==> config.mk <==
export PLATFORM = sky130hd
export DESIGN_NAME = branch_next_pc
export DESIGN_NICKNAME = d
export VERILOG_FILES = /design/src/rtl/branch_next_pc.sv
export SDC_FILE = /design/constraint.sdc
export NUM_CORES = 1
export LEC_CHECK = 0
export CAP_MARGIN = 20
export CELL_PAD_IN_SITES_DETAIL_PLACEMENT = 0
export CELL_PAD_IN_SITES_GLOBAL_PLACEMENT = 1
export CORE_MARGIN = 3
export CORE_UTILIZATION = 23
export DETAILED_ROUTE_END_ITERATION = 8
export PLACE_DENSITY = 0.91
export SYNTH_ARGS = -nofsm -noshare
export SYNTH_HDL_FRONTEND = slang
export SYNTH_SLANG_ARGS = --single-unit
export TNS_END_PERCENT = 5
==> constraint.sdc <==
create_clock -name vclk -period 9.3
set_input_delay 1.86 -clock vclk [all_inputs]
set_output_delay 1.86 -clock vclk [all_outputs]
set_load 0.05 [all_outputs]
==> src/rtl/branch_next_pc.sv <==
module branch_next_pc #(
  parameter int XLEN   = 32,
  parameter int SEL_W  = 3,
  parameter int INST_B = 4
) (
  input  logic [XLEN-1:0]  opnd_a,
  input  logic [XLEN-1:0]  opnd_b,
  input  logic [SEL_W-1:0] cond_sel,
  input  logic             pc_sel,
  input  logic [XLEN-1:0]  pc_cur,
  input  logic [XLEN-1:0]  br_target,
  output logic             br_taken,
  output logic [XLEN-1:0]  pc_next
);
  localparam logic [SEL_W-1:0] C_OFF = SEL_W'(0);
  localparam logic [SEL_W-1:0] C_EQ  = SEL_W'(1);
  localparam logic [SEL_W-1:0] C_NE  = SEL_W'(2);
  localparam logic [SEL_W-1:0] C_LT  = SEL_W'(3);
  localparam logic [SEL_W-1:0] C_GE  = SEL_W'(4);
  localparam logic [SEL_W-1:0] C_LTU = SEL_W'(5);
  localparam logic [SEL_W-1:0] C_GEU = SEL_W'(6);

  logic [XLEN:0]   diff;
  logic            same, below_u, below_s, cond_ok;
  logic [XLEN-1:0] pc_seq;

  // one subtractor serves every ordering test
  assign diff    = {1'b0, opnd_a} - {1'b0, opnd_b};
  assign same    = (opnd_a == opnd_b);
  assign below_u = diff[XLEN];
  assign below_s = (opnd_a[XLEN-1] ^ opnd_b[XLEN-1]) ? opnd_a[XLEN-1] : below_u;

  always_comb begin
    unique case (cond_sel)
      C_EQ:    cond_ok = same;
      C_NE:    cond_ok = ~same;
      C_LT:    cond_ok = below_s;
      C_GE:    cond_ok = ~below_s;
      C_LTU:   cond_ok = below_u;
      C_GEU:   cond_ok = ~below_u;
      C_OFF:   cond_ok = 1'b0;
      default: cond_ok = 1'b0;
    endcase
  end

  assign pc_seq   = pc_cur + XLEN'(INST_B);
  assign br_taken = pc_sel & cond_ok;
  assign pc_next  = br_taken ? br_target : pc_seq;
endmodule

Word level (Yosys, flattened, before mapping). Cells that the tools add are included.

Bits in registers: 0. Output and inout port bits: 33. Input port bits: 132. Logic and storage cells: 17.

Equal/unequal tests: 7. Add/sub/neg operators: 2. Bitwise logic cells: 5. Muxes and demuxes: 3.

Operators with widths (count): subtractor 32 x 32 -> 33 bit (1); adder 32 x 3 -> 32 bit, second input constant (1); equality test 32 bit (1); two-way mux 32 bit (1); equality test 3 bit, second input constant (3); equality test 3 x 2 -> 1 bit, second input constant (2); one-hot mux 1 bit (6 select lines) (1); equality test 3 x 1 -> 1 bit, second input constant (1); NOT 1 bit (3); AND 1 bit (1); two-way mux 1 bit (1); XOR 1 bit (1).

Logic depth before layout (Yosys ltp).
Depth in word-level cells: 6. Gate-level depth with buffers: 10. Depth with buffers taken out: 9.

Least setup slack after synthesis. OpenSTA, ideal clock, no wires.

Path kind: input-to-output. Start point: in opnd_b[31]. End point: out pc_next[11]. Data arrival time: 4.773 ns. Data required time: 7.440 ns. Setup slack: 2.667 ns. Buffers on the path: 1. Stages: 10. Cells stage by stage: inv_1 -> ha_1 -> nand4_2 -> or4_4 -> o211a_1 -> a211oi_1 -> o32ai_1 -> a41oi_4 -> buf_6 -> mux2i_1.

Longest elaborated chain between the ends: 6. Elaborated cells between the ends (all ways): 10. Classes of those cells: add/sub (1); eq/ne (1); mux (3); bitwise (5).

RTL lines: from (decl) (RTL line 7) `input logic [XLEN-1:0] opnd_b,`; subtractor 32 x 32 -> 33 bit / XOR 1 bit (equally long branches) (RTL line 28, 31); two-way mux 1 bit (RTL line 31) `assign below_s = (opnd_a[XLEN-1] ^ opnd_b[XLEN-1]) ? opnd_a[XLEN-1] : below_u;`; NOT 1 bit (RTL line 38) `C_GE: cond_ok = ~below_s;`; one-hot mux 1 bit (6 select lines) * (RTL line 34) `unique case (cond_sel)`; AND 1 bit * (RTL line 47) `assign br_taken = pc_sel & cond_ok;`; two-way mux 32 bit * (RTL line 48) `assign pc_next = br_taken ? br_target : pc_seq;`; to (decl) (RTL line 13) `output logic [XLEN-1:0] pc_next`.

Every way passes the cells marked *; elsewhere a longest branch is shown, timed or not.

Worst setup path in the final report.
Start point: in opnd_b[31]. End point: out pc_next[29].

The elaborated chain is that of the path after synthesis.

==> flow_metrics.tcl <==
set metrics [dict create \
    start_kind "primary input" \
    cp_max_fo 33 \
    cp.required_ns 7.44 \
    multi_input_area_um2 1690 \
    fmax_mhz 132 \
    tightest_slew_ns 0.682 \
    via_per_inst 4.53 \
    yosysWarnings 0 \
    synth_area_per_cell_um2 7.39 \
    final_layout_size_suffix_gt1_share_pct 8.41 \
    final-max-slew-violation-count 0 \
    setup_viol 0 \
    cp_num_buf_inv 4 \
    ir_worst_vdd_mv 0.0418 \
    crit_top_cell "clkdlybuf4s50_1" \
    grt_pass1_vias 2337 \
    synth.distinct_cells 37 \
    post-route-drc-count 0 \
    cpMaxStageDelayCell "clkdlybuf4s50_1" \
    rsz0062_at_grt "false" \
    gp_congestion 0.848 \
    fin_nets 583 \
    final-seq-area_um2 0 \
    die_h_um 96.2 \
    post-dp-hpwl_mm 5.54 \
    crit_path_max_incr_delay_ns 0.70 \
    power.density_nw_per_um2 57.5 \
    io_pins 165 \
    drtIter0Drc 29 \
    drt-total-wl_mm 6.16 \
    drt_pass1_iterations 4 \
    arrival_ns 5.71 \
    layout.cells.non_filler 518 \
    io_buffers 165 \
    crit_chain "clkdlybuf4s50_1 > inv_1 > ha_1 > nand4_2 > or4_4 > o211a_1 > a211oi_1 > o32ai_1 > a41oi_4 > buf_4 > mux2_2 > clkdlybuf4s50_1" \
    synth_top_area_share_pct 22.1 \
    antenna_found_initial 0 \
    mappedNetlistNets 418 \
    status "completed" \
    overflow 0 \
    die_area_um2 9240 \
    row_count 32 \
    endpoint_kind "primary output" \
    antennaDiodeCount 0 \
    start_util_pct 23.9 \
    fin_tns_setup_ns 0 \
    cts_resized 0 \
    syn_inst 253 \
    track_usage_pct 12.0 \
    maxCapViolCount 0 \
    yosys.area.top_type "ha_1" \
    yosysSeqAreaShare_pct 0 \
    wl_per_cell_um 11.9 \
    grt_start_max_net_pins 34 \
    post-cts-setup-buffer-count 0 \
    clkbuf_count 0 \
    sequential_cell_total 0 \
    period_share_pct 81.3 \
    leakage_nw 1.56 \
    grt_pass1_wl_mm 9.32 \
    crit_family "buffers and inverters" \
    finalHoldViolations 0 \
    vias 2349 \
    dieWidth_um 96.2 \
    synth_area_leaders "ha_1 22%, mux2_2 16%, inv_1 7.8%" \
    hp-class "primary input to primary output" \
    crit_type "primary input to primary output" \
    fill_cells 778 \
    place_inst 518 \
    fin_crit_ns 7.57 \
    syn2layout_area_growth_pct 93.8 \
    drtAntennaViolNets 0 \
    core_area_um2 7810 \
    postCtsHoldBufs 0 \
    relSlewSlack_pct 54.1 \
    syn-cell-area_um2 1870 \
]
## logic make-up after synthesis
| kind of cell | after synthesis | synth area share, % |
|---|---|---|
| XOR/XNOR | 28 | 13.1 |
| AND/OR/NAND/NOR | 87 | 24.4 |
| adder cells (fa/ha/maj) | 33 | 22.1 |
| AO/OA/AOI/OAI | 31 | 11.6 |
| buffers and inverters | 42 | 9.64 |
| multiplexers | 32 | 19.1 |
## final cells by class
type	instances	area share [%]
Inverter	39	4.04
Multi-Input combinational cell	211	46.6
Tap cell	102	3.52
Timing Repair Buffer	166	45.8
## layout by cell type, fill, tap and decap left out, types with 2 or more instances in the layout
cell type,netlist,routed
clkdlybuf4s50_1,0,165
inv_1,39,39
ha_1,33,33
mux2_2,27,27
nand2_1,21,21
nor2_1,15,15
xor2_1,15,15
nand3_1,14,14
a21oi_1,14,14
xnor2_1,13,13
nand4_1,9,9
nand2b_1,6,6
and3_1,6,6
o21ai_0,5,5
nor3_1,3,3
mux2i_1,3,3
a221oi_1,2,2
nor2b_1,2,2
o211ai_1,2,2
or2_2,2,2
nor4_1,2,2
mux2_1,2,2
## worst min-delay path: stages
cell and delay, ns:
clkdlybuf4s50_1 0.39, inv_1 0.05, mux2i_1 0.05, clkdlybuf4s50_1 0.70
## per-layer routing
layer	wire length, um	vias up	GRT usage (%)
met5	0	-	0
met4	70	0	1.42
met3	687	6	2.58
met2	3020	115	23.4
met1	2380	1008	13.3
li1	-	1220	-
## power by group
part           internal [mW]  switching (mW)  leakage (nW)
registers                  0               0             0
logic                  0.106           0.102          1.56
clock network              0               0             0
## final timing paths
path     startpoint          end  slack [ns]  cells after the start
max      opnd_b[31]  pc_next[29]        1.73                     12
min   br_target[11]  pc_next[11]        4.91                      4
## synth_stat cells (all sizes together), types with 2 or more instances
cell type and number:
o211ai 2, o21ai 5, a21oi 14, mux2i 3
inv 39, nand2b 6, mux2 29, nor2 15
or4 2, or2 2, nand3 14, buf 3
and3 6, ha 33, nand2 21, nand4 10
nor3 3, xnor2 13, xor2 15, nor2b 2
a221oi 2, nor4 2
## stage by stage
stage	hold WS, ns	setup slack [ns]	power (mW)	utilization [%]	area [um^2]
after detailed placement	4.92	1.73	0.209	46.4	3620
after floorplan	4.02	2.67	0.113	-	1870
after CTS	4.92	1.70	0.211	46.4	3620
after global routing	4.96	1.57	0.224	46.4	3620
after global placement	4.92	1.78	0.207	46.4	3620
final	4.91	1.73	0.208	46.4	3620
Power figures use the tool's default switching activity.
